$ cat config.mk
export PLATFORM = sky130hd
export DESIGN_NAME = cmd_packet_parser
export DESIGN_NICKNAME = d
export VERILOG_FILES = /design/src/rtl/cpp_pkg.sv /design/src/rtl/cpp_len_dec.sv /design/src/rtl/cpp_env_file.sv /design/src/rtl/cmd_packet_parser.sv
export SDC_FILE = /design/constraint.sdc
export NUM_CORES = 1
export LEC_CHECK = 0
export BUFFER_PORTS_ARGS = -buffer_cell sky130_fd_sc_hd__buf_4
export CORE_AREA = 5 5 309 311
export CTS_BUF_LIST = sky130_fd_sc_hd__clkbuf_8
export DETAILED_ROUTE_END_ITERATION = 10
export DIE_AREA = 0 0 314 316
export MAX_ROUTING_LAYER = met4
export PLACE_DENSITY = 0.52
export RECOVER_POWER = 50
export SLEW_MARGIN = 20
export SYNTH_ARGS = -nofsm -noshare
export SYNTH_HDL_FRONTEND = slang
export SYNTH_SLANG_ARGS = --single-unit
export TNS_END_PERCENT = 10
$ cat constraint.sdc
create_clock -name clk -period 11.85 [get_ports clk]
set_input_delay 1.7775 -clock clk [delete_from_list [all_inputs] [get_ports clk]]
set_output_delay 1.7775 -clock clk [all_outputs]
set_load 0.05 [all_outputs]
$ cat src/rtl/cpp_pkg.sv
package cpp_pkg;
    typedef enum logic [1:0] {
        ST_PARSE = 2'd0,
        ST_UPLOAD = 2'd1,
        ST_DOWNLOAD = 2'd2
    } cpp_state_e;

    localparam logic [7:0] OP_UPLOAD = 8'hA0;
    localparam logic [7:0] OP_DOWNLOAD = 8'hC0;
    localparam logic [7:0] OP_DIRTY_LO = 8'h02;
    localparam logic [7:0] OP_DIRTY_HI = 8'hBF;
    localparam logic [7:0] OP_PATCH_MASK = 8'hF4;
    localparam logic [7:0] OP_PATCH_FLAT = 8'h24;
    localparam logic [7:0] OP_PATCH_SHADED = 8'h34;
    localparam logic [4:0] OP_ENV_GROUP = 5'b11100;
endpackage

$ cat src/rtl/cpp_len_dec.sv
module cpp_len_dec #(
    parameter int CW = 4
) (
    input  logic [7:0]    opcode,
    output logic [CW-1:0] total_words
);
    logic [3:0] extra;

    always_comb begin
        extra = 4'd0;
        unique case (opcode[7:5])
            3'd0: extra = (opcode == 8'h02) ? 4'd2 : 4'd0;
            3'd1: begin
                unique case (opcode[4:2])
                    3'd0: extra = 4'd3;
                    3'd1: extra = 4'd6;
                    3'd2: extra = 4'd4;
                    3'd3: extra = 4'd8;
                    3'd4: extra = 4'd5;
                    3'd5: extra = 4'd8;
                    3'd6: extra = 4'd7;
                    default: extra = 4'd11;
                endcase
            end
            3'd2: begin
                if (opcode[4:3] == 2'd0)
                    extra = 4'd2;
                else if (opcode[4:3] == 2'd3)
                    extra = 4'd4;
                else
                    extra = 4'd3;
            end
            3'd3: begin
                unique case (opcode[4:2])
                    3'd0: extra = 4'd2;
                    3'd1: extra = 4'd3;
                    3'd2: extra = 4'd1;
                    3'd3: extra = 4'd0;
                    3'd4: extra = 4'd1;
                    3'd5: extra = 4'd2;
                    3'd6: extra = 4'd1;
                    default: extra = 4'd2;
                endcase
            end
            3'd4: extra = (opcode == 8'h80) ? 4'd3 : 4'd0;
            3'd5: extra = (opcode == 8'hA0) ? 4'd2 : 4'd0;
            3'd6: extra = (opcode == 8'hC0) ? 4'd2 : 4'd0;
            default: extra = 4'd0;
        endcase
        total_words = CW'(extra) + CW'(1);
    end
endmodule

$ cat src/rtl/cpp_env_file.sv
module cpp_env_file #(
    parameter int N_ENV = 8,
    parameter int DW = 32,
    parameter int PATCH_W = 9,
    parameter int STAT_W = 13,
    localparam int IDXW = $clog2(N_ENV)
) (
    input  logic                      clk,
    input  logic                      rst_n,
    input  logic                      wr_en,
    input  logic [IDXW-1:0]           wr_idx,
    input  logic [DW-1:0]             wr_data,
    input  logic                      patch_en,
    input  logic [PATCH_W-1:0]        patch_val,
    output logic [N_ENV-1:0][DW-1:0]  env_o,
    output logic [STAT_W-1:0]         status_o
);
    localparam int TP_ENTRY = 1;
    localparam int MASK_ENTRY = 6;
    localparam int TP_BITS = 11;

    typedef struct packed {
        logic [N_ENV-1:0][DW-1:0] env;
        logic [STAT_W-1:0]        stat;
    } env_state_t;

    env_state_t st_d, st_q;
    logic [N_ENV-1:0][DW-1:0] env_rst;

    for (genvar g = 0; g < N_ENV; g++) begin : g_rst
        assign env_rst[g] = DW'((32'hE0 + g) << 24);
    end

    always_comb begin
        st_d = st_q;
        if (wr_en)
            st_d.env[wr_idx] = wr_data;
        if (patch_en)
            st_d.env[TP_ENTRY][PATCH_W-1:0] = patch_val;
        st_d.stat = {st_d.env[MASK_ENTRY][STAT_W-TP_BITS-1:0],
                     st_d.env[TP_ENTRY][TP_BITS-1:0]};
    end

    always_ff @(posedge clk) begin
        if (!rst_n) begin
            st_q.env <= env_rst;
            st_q.stat <= '0;
        end else begin
            st_q <= st_d;
        end
    end

    assign env_o = st_q.env;
    assign status_o = st_q.stat;
endmodule

$ cat src/rtl/cmd_packet_parser.sv
module cmd_packet_parser #(
    parameter int MAX_WORDS = 12,
    parameter int N_ENV = 8,
    parameter int DW = 32,
    localparam int CW = $clog2(MAX_WORDS + 1),
    localparam int IDXW = $clog2(N_ENV),
    localparam int PATCH_W = 9,
    localparam int STAT_W = 13
) (
    input  logic                    clk,
    input  logic                    rst_n,
    input  logic                    in_valid,
    input  logic [DW-1:0]           in_data,
    output logic                    in_ready,
    output logic                    pkt_valid,
    output logic [CW-1:0]           pkt_len,
    output logic [MAX_WORDS*DW-1:0] pkt_data,
    output logic                    fb_dirty,
    output logic                    xfer_start,
    output logic                    xfer_read,
    output logic [DW-1:0]           xfer_pos,
    output logic [DW-1:0]           xfer_size,
    input  logic                    xfer_done,
    output logic                    vram_wvalid,
    output logic [DW-1:0]           vram_wdata,
    output logic [N_ENV*DW-1:0]     env_regs,
    output logic [STAT_W-1:0]       status_lo
);
    import cpp_pkg::*;

    localparam int FLAT_WORD = 4;
    localparam int SHADED_WORD = 5;

    typedef struct packed {
        cpp_state_e                   st;
        logic [CW-1:0]                cnt;
        logic [CW-1:0]                need;
        logic [MAX_WORDS-1:0][DW-1:0] pbuf;
        logic                         pkt_v;
        logic                         dirty;
        logic                         xs;
        logic                         xr;
        logic [DW-1:0]                pos;
        logic [DW-1:0]                size;
        logic                         vw;
        logic [DW-1:0]                vd;
    } ctl_t;

    ctl_t d, q;
    logic [CW-1:0] hdr_total;
    logic [CW-1:0] total;
    logic [7:0]    op;
    logic          accept;
    logic          env_we;
    logic [IDXW-1:0] env_idx;
    logic [DW-1:0] env_wdata;
    logic          patch_we;
    logic [PATCH_W-1:0] patch_bits;

    cpp_len_dec #(.CW(CW)) u_len (
        .opcode      (in_data[31:24]),
        .total_words (hdr_total)
    );

    assign in_ready = (q.st != ST_DOWNLOAD);
    assign accept = in_valid && in_ready;
    assign total = (q.cnt == '0) ? hdr_total : q.need;

    always_comb begin
        d = q;
        d.pkt_v = 1'b0;
        d.dirty = 1'b0;
        d.xs = 1'b0;
        d.vw = 1'b0;
        env_we = 1'b0;
        env_idx = '0;
        env_wdata = '0;
        patch_we = 1'b0;
        patch_bits = '0;
        op = q.pbuf[0][31:24];
        unique case (q.st)
            ST_PARSE: begin
                if (accept && (q.cnt < CW'(MAX_WORDS))) begin
                    d.pbuf[q.cnt] = in_data;
                    if (q.cnt == '0)
                        d.need = hdr_total;
                    op = d.pbuf[0][31:24];
                    if (q.cnt + CW'(1) == total) begin
                        d.cnt = '0;
                        d.dirty = (op >= OP_DIRTY_LO) && (op <= OP_DIRTY_HI);
                        if (op[7:3] == OP_ENV_GROUP) begin
                            env_we = 1'b1;
                            env_idx = IDXW'(op[2:0]);
                            env_wdata = d.pbuf[0];
                        end
                        if ((op & OP_PATCH_MASK) == OP_PATCH_FLAT) begin
                            patch_we = 1'b1;
                            patch_bits = d.pbuf[FLAT_WORD][PATCH_W-1:0];
                        end else if ((op & OP_PATCH_MASK) == OP_PATCH_SHADED) begin
                            patch_we = 1'b1;
                            patch_bits = d.pbuf[SHADED_WORD][PATCH_W-1:0];
                        end
                        if (op == OP_UPLOAD || op == OP_DOWNLOAD) begin
                            d.xs = 1'b1;
                            d.xr = (op == OP_DOWNLOAD);
                            d.pos = d.pbuf[1];
                            d.size = d.pbuf[2];
                            d.st = (op == OP_DOWNLOAD) ? ST_DOWNLOAD : ST_UPLOAD;
                        end else begin
                            d.pkt_v = 1'b1;
                        end
                    end else begin
                        d.cnt = q.cnt + CW'(1);
                    end
                end
            end
            ST_UPLOAD: begin
                if (accept) begin
                    d.vw = 1'b1;
                    d.vd = in_data;
                end
                if (xfer_done)
                    d.st = ST_PARSE;
            end
            default: begin
                if (xfer_done)
                    d.st = ST_PARSE;
            end
        endcase
    end

    always_ff @(posedge clk) begin
        if (!rst_n) begin
            q.st <= ST_PARSE;
            q.cnt <= '0;
            q.need <= CW'(1);
            q.pbuf <= '0;
            q.pkt_v <= 1'b0;
            q.dirty <= 1'b0;
            q.xs <= 1'b0;
            q.xr <= 1'b0;
            q.pos <= '0;
            q.size <= '0;
            q.vw <= 1'b0;
            q.vd <= '0;
        end else begin
            q <= d;
        end
    end

    cpp_env_file #(
        .N_ENV   (N_ENV),
        .DW      (DW),
        .PATCH_W (PATCH_W),
        .STAT_W  (STAT_W)
    ) u_env (
        .clk       (clk),
        .rst_n     (rst_n),
        .wr_en     (env_we),
        .wr_idx    (env_idx),
        .wr_data   (env_wdata),
        .patch_en  (patch_we),
        .patch_val (patch_bits),
        .env_o     (env_regs),
        .status_o  (status_lo)
    );

    assign pkt_valid = q.pkt_v;
    assign pkt_len = q.need;
    assign pkt_data = q.pbuf;
    assign fb_dirty = q.dirty;
    assign xfer_start = q.xs;
    assign xfer_read = q.xr;
    assign xfer_pos = q.pos;
    assign xfer_size = q.size;
    assign vram_wvalid = q.vw;
    assign vram_wdata = q.vd;
endmodule

==> out/metrics.cfg, run 1 <==
[power]
p_per_area_nw_per_um2=178
pwr-share-comb_pct=16.1
switching_power_w=0.00196
internal_power_w=0.00426
seqPwrFrac_pct=42.0
sw_frac_of_total_pct=31.5
power.clock.fraction_pct=42.0
p_leak_nw=12.3
ir_drop_uv=96.7

[global_routing]
grt_pass1_wl_mm=179
overflow=0
grt_antenna_before_repair=4
grt_usage_pct=24.9
grt_pass1_vias=24043
grt_max_degree=215

[synthesis]
netlist.area_leader.share_pct=47.8
synth_top_family_by_area=simple AND/OR/NAND/NOR gates
ys_seq_area_share_pct=47.8
synth_compound_area_share_pct=13.4
synth_ff_type=dfxtp_1
async_flop_share_pct=0
yosys.area_share.adder_pct=0.279
syn_inst=3671
synth_warnings=0
synth-simple-area-share_pct=16.5
synth_largest_area_cell=dfxtp_1
synth_edf_count=0
ys_ff_latch=751
synth_xor_area_share_pct=0.219
synth.mux.area_fraction_pct=5.98
syn_nets=3714
syn-cell-area_sq_um=31400
yosysUniqueCellTypes=61
synthTopCellsByArea=dfxtp_1, buf_4, nand2_1, a21oi_1, mux2i_1
syn_avg_cell_area_sq_um=8.56

[place]
place_inst=4916
dpl_worst_slack_ns=5.93
placed_area_sq_um=34400
portBuffers=794
gp_congestion=0.821
hpwl_mm=87.5

[floorplan]
coreArea_sq_um=92500
fp.dieH_um=316
pin_count=795
die_width_um=314
die_area_sq_um=99200
rows=112
initial_core_util_pct=34.0

[timing]
setup_viol=0
skew_ns=0.0355
worst_slack_ns=4.92
max_freq_mhz=144
rsz0062_at_grt=no
worst_slew_pin_slew_ns=3.67
setup_tns_ns=0
final_max_slew_viol_count=111
finalCritPeriodShare_pct=58.5
maxSlewHeadroom_pct=-145
hold_viol=0
final.min_clock_period_ns=6.93

[setup_path]
critPathCaptureType=flop
worstPathRequired_ns=12.51
crit_fanout=77
critPathMaxStageDelay_ns=2.58
cp-start-kind=primary input
path_class=primary input to flop
cp.arrival_ns=7.59
path_cells=clkbuf_1, or3b_2, a21oi_4, clkbuf_1, nand2_1, nor4_4, buf_4, buf_4, mux2i_1, nor2_1
slowest_stage=clkbuf_1

[finish]
drive_gt1_share_pct=13.5
syn_to_final_growth_pct=11.1
stdcell_area_sq_um=34900
final_core_util_pct=37.8
stdcell_count=5163
final_nets=3904

[run_status]
violations=capacitance limit, slew limit
status=finished with violations

[detailed_routing]
vias_per_cell=4.94
drt-initial-drc-count=2018
firstDrtPassIters=7
wl_per_cell_um=24.6
ant_nets=0
drc=0
vias=25480
routed_wl_mm=127

[clocking]
cts_htree_levels=4
cts_tree=yes
insertion_delay_ns=0.83
cts_setup_buffers=0
cts.clk_slew.worst_paths_ns=0.06
cts-root-buf=clkbuf_8
post_cts_resized=0
hold_buffers=0
cts_num_sinks=751
cts-buffers-inserted=139
clockBufferDepth=3

[job]
maxCapViolCount=2

[worst_hold_path]
worst_hold_path_type=flop to flop

## layout by cell type (no fill, tap or decap), drive strengths merged, types with 64 or more instances in the layout
cell	instances
a21oi	398
a211oi	67
mux2	64
clkbuf	815
buf	192
nor2	156
mux2i	114
nand2	927
dfxtp	751
o22ai	72
## synth_stat cells, types with 8 or more instances
cell and count:
inv_1 9, buf_2 24, a221o_1 9, mux2i_1 112
buf_4 503, clkbuf_1 246, or3_1 34, a21oi_1 398
o2bb2ai_1 49, o22ai_2 20, or2_2 17, and2_1 20
nor2_1 156, and3_1 15, nand3_1 19, nand2b_1 10
nor3_1 15, o22a_1 9, nand2_1 926, buf_1 8
nor3b_1 10, a211oi_1 67, o21a_1 25, a31oi_1 28
dfxtp_1 751, mux2_2 64, o22ai_1 52
## sequential cells by signal, summed over array words and instances, names as in the netlist, 3 cells and up
register,cells
pkt_data,384
pkt_len,4
vram_wdata,32
u_env.env_o,253
q,6
u_env.status_o,3
xfer_pos,32
xfer_size,32
## worst max-delay path: cells and delay by family
kind	cells	cell delay, ns
buf+inv	4	3.96
mux	1	0.29
simple gates	4	1.28
compound gates	1	0.14
## cell families (layout without fill, tap and decap cells)
| kind of cell | count (synthesis) | count (layout) |
|---|---|---|
| AND/OR/NAND/NOR | 1251 | 1251 |
| multiplexers | 178 | 178 |
| adder cells (fa/ha/maj) | 7 | 7 |
| buffers and inverters | 797 | 1089 |
| other | 0 | 3 |
| XOR/XNOR | 7 | 7 |
| AO/OA/AOI/OAI | 680 | 680 |
| flip-flops | 751 | 751 |
## metal layers
layer	share of wire, %	GRT usage, %
met1	41	29.4
met4	3.9	9.35
met5	0	-
met2	48	40.8
met3	7.2	6.99
## power by group through the flow
stage	clock network (W)	registers, W	logic (W)
2_1_floorplan	0	0.00266	0.000682
3_3_place_gp	0	0.00266	0.00102
3_5_place_dp	0	0.00266	0.00102
4_1_cts	0.00268	0.00261	0.00102
5_1_grt	0.00279	0.00261	0.00106
6_report	0.00261	0.00261	0.000999
## path summary, 6_finish.rpt
path	start	endpoint	slack (ns)	cells past startpoint
worst min register to register	u_env.env_o[122]	u_env.env_o[122]	0.43	2
worst max-delay path	in_valid	xfer_pos[14]	4.92	10
worst max register to register	q[494]	xfer_pos[14]	5.64	9
worst min-delay path	u_env.env_o[122]	u_env.env_o[122]	0.43	2
## cell type report
cell class                 instances  area (sq um)
antenna                            3          7.51
fill                            9940         57600
clock buffer                     170          2340
inverter                           9          41.3
clock inverter                    73           552
multi-input combinational       2123         11600
sequential                       751         15000
tap                             1197          1500
timing repair buffer             837          3900
## per-stage QoR
step | total power, W | hold WS (ns)
finish | 0.00622 | 0.433
global route | 0.00646 | 0.443
CTS | 0.00630 | 0.432
detailed placement | 0.00368 | 0.421
global placement | 0.00368 | 0.419
floorplan | 0.00335 | 0.437
(Power assumes the default switching activity.)
==> run 2, diff against run 1 <==
- clock period: 11.85 -> 7.09 ns (I/O delays scaled with it)
==> out/metrics.cfg, run 2 (synthesis results as in run 1) <==
[setup_path]
worstPathRequired_ns=7.74  ; was 12.51 ns
critPathCaptureType=flop  ; unchanged
critPathLaunch=rst_n  ; was in_valid
cp.arrival_ns=6.29  ; was 7.59 ns
cp-endpoint=pkt_data[124]  ; was xfer_pos[14]
reg2reg_to=u_env.env_o[75]  ; was xfer_pos[14]
r2r_start=q[489]  ; was q[494]
rr_worst_depth=11  ; was 9
r2r_setup_slack_ns=2.07  ; was 5.64 ns
path_class=primary input to flop  ; unchanged
crit_fanout=199  ; was 77
cp-start-kind=primary input  ; unchanged

[clocking]
post_cts_resized=0  ; unchanged
cts_htree_levels=4  ; unchanged
cts.clk_slew.worst_paths_ns=0.06  ; about the same
cts-root-buf=clkbuf_8  ; unchanged
cts_tree=yes  ; unchanged
clockBufferDepth=3  ; unchanged
insertion_delay_ns=0.81  ; was 0.83 ns
cts_setup_buffers=0  ; unchanged
cts_num_sinks=751  ; unchanged
hold_buffers=0  ; unchanged
cts-buffers-inserted=136  ; was 139

[finish]
n_fill_cell=10003  ; was 9940
drive_gt1_share_pct=11.9  ; was 13.5%
final_common_cell=nand2_1  ; unchanged
largest_reg_flops=384  ; unchanged
syn_to_final_growth_pct=9.67  ; was 11.1%
final_nets=3900  ; was 3904
final_core_util_pct=37.3  ; was 37.8%
mostFrequentLayoutCells=nand2_1, dfxtp_1, clkbuf_1  ; unchanged
stdcell_count=5145  ; was 5163

[timing]
hold_viol=0  ; unchanged
finalCritPeriodShare_pct=79.7
worst_slew_pin_slew_ns=4.40  ; was 3.67 ns
rsz0062_at_grt=no  ; unchanged
max_freq_mhz=177
skew_ns=0.0278  ; was 0.0355 ns
final_max_slew_viol_count=390  ; was 111
maxSlewHeadroom_pct=-193  ; was -145%
setup_tns_ns=0  ; unchanged
setup_viol=0  ; unchanged
final.min_clock_period_ns=5.65

[detailed_routing]
ant_nets=0  ; unchanged
drt-initial-drc-count=2098  ; was 2018
vias_per_cell=4.95  ; was 4.94
drc=0  ; unchanged
firstDrtPassIters=7  ; unchanged
vias=25482  ; was 25480
routed_wl_mm=128  ; was 127 mm
wl_per_cell_um=24.8  ; was 24.6 um

[worst_hold_path]
whs_path_depth=2  ; unchanged
worst_hold_path_type=flop to flop  ; unchanged

[job]
maxCapViolCount=3  ; was 2

[power]
power.clock.fraction_pct=40.2  ; was 42.0%
sw_frac_of_total_pct=31.6  ; was 31.5%
seqPwrFrac_pct=43.3  ; was 42.0%
p_leak_nw=11.9  ; was 12.3 nW
p_per_area_nw_per_um2=292  ; was 178 nW/um^2
switching_power_w=0.00318  ; was 0.00196 W
internal_power_w=0.00689  ; was 0.00426 W
ir_drop_uv=173  ; was 96.7 uV
pwr-share-comb_pct=16.6  ; was 16.1%
p_total_w=0.0101  ; was 0.00622 W

[place]
place_inst=4915  ; was 4916
portBuffers=794  ; unchanged
hpwl_mm=87.9  ; was 87.5 mm
gp_congestion=0.823  ; was 0.821

[global_routing]
grt_pass1_vias=24172  ; was 24043
grt_pass1_wl_mm=179  ; about the same
overflow=0  ; unchanged
grt_usage_pct=25.1  ; was 24.9%
grt_max_degree=203  ; was 215
grt_antenna_before_repair=4  ; unchanged

[run_status]
status=finished with violations  ; unchanged
violations=capacitance limit, slew limit  ; unchanged

[floorplan]
die_width_um=314  ; unchanged
die_area_sq_um=99200  ; unchanged
coreArea_sq_um=92500  ; unchanged
pin_count=795  ; unchanged
fp.dieH_um=316  ; unchanged
initial_core_util_pct=34.0  ; unchanged
rows=112  ; unchanged

-- run 2: layout make-up --
type	count	area, sq um	area share [%]
diodes	3	7.51	0.0218
clock buffers	164	2260	6.55
clock inverters	62	362	1.05
inverters	9	37.5	0.109
multi-input cells	2123	11600	33.5
flip-flops and latches	751	15000	43.6
well taps	1197	1500	4.35
repair buffers	836	3710	10.8
-- run 2: power groups by stage --
| stage | Combinational, W | Clock [W] | Sequential [W] |
|---|---|---|---|
| 6_report | 0.00167 | 0.00405 | 0.00436 |
| 4_1_cts | 0.00171 | 0.00416 | 0.00436 |
| 3_5_place_dp | 0.00171 | 0 | 0.00445 |
| 2_1_floorplan | 0.00114 | 0 | 0.00445 |
| 5_1_grt | 0.00176 | 0.00435 | 0.00437 |
| 3_3_place_gp | 0.00171 | 0 | 0.00445 |
-- run 2: how the worst min path moves through the flow --
stage	start	end	slack, ns
finish	u_env.env_o[122]	u_env.env_o[122]	0.43
global route	u_env.env_o[120]	u_env.env_o[120]	0.45
CTS	u_env.env_o[122]	u_env.env_o[122]	0.43
detailed placement	u_env.env_o[122]	u_env.env_o[122]	0.42
global placement	u_env.env_o[89]	u_env.env_o[89]	0.42
floorplan	pkt_data[100]	pkt_data[100]	0.44
-- run 2: per-layer routing --
layer | vias up | global-route usage [%] | part of all wire (%)
met5 | - | - | 0
met4 | 0 | 8.03 | 3.7
met3 | 210 | 6.64 | 7.3
met2 | 932 | 41.8 | 48
met1 | 12287 | 29.7 | 41
li1 | 12053 | - | -
-- run 2: worst max-delay path, cell delays in order --
cell,delay [ns]
buf_4,0.24
clkinvlp_4,1.46
clkbuf_2,2.33
a21oi_1,0.80
-- run 2: metrics by stage --
step                      area (sq um)  hold slack (ns)  setup WS (ns)
after global routing             34500            0.453           1.17
after CTS                        37000            0.432           2.04
after detailed placement         34400            0.423           1.47
after floorplan                  31400            0.437           2.81
final                            34500            0.427           1.44
after global placement           34400            0.423           1.51
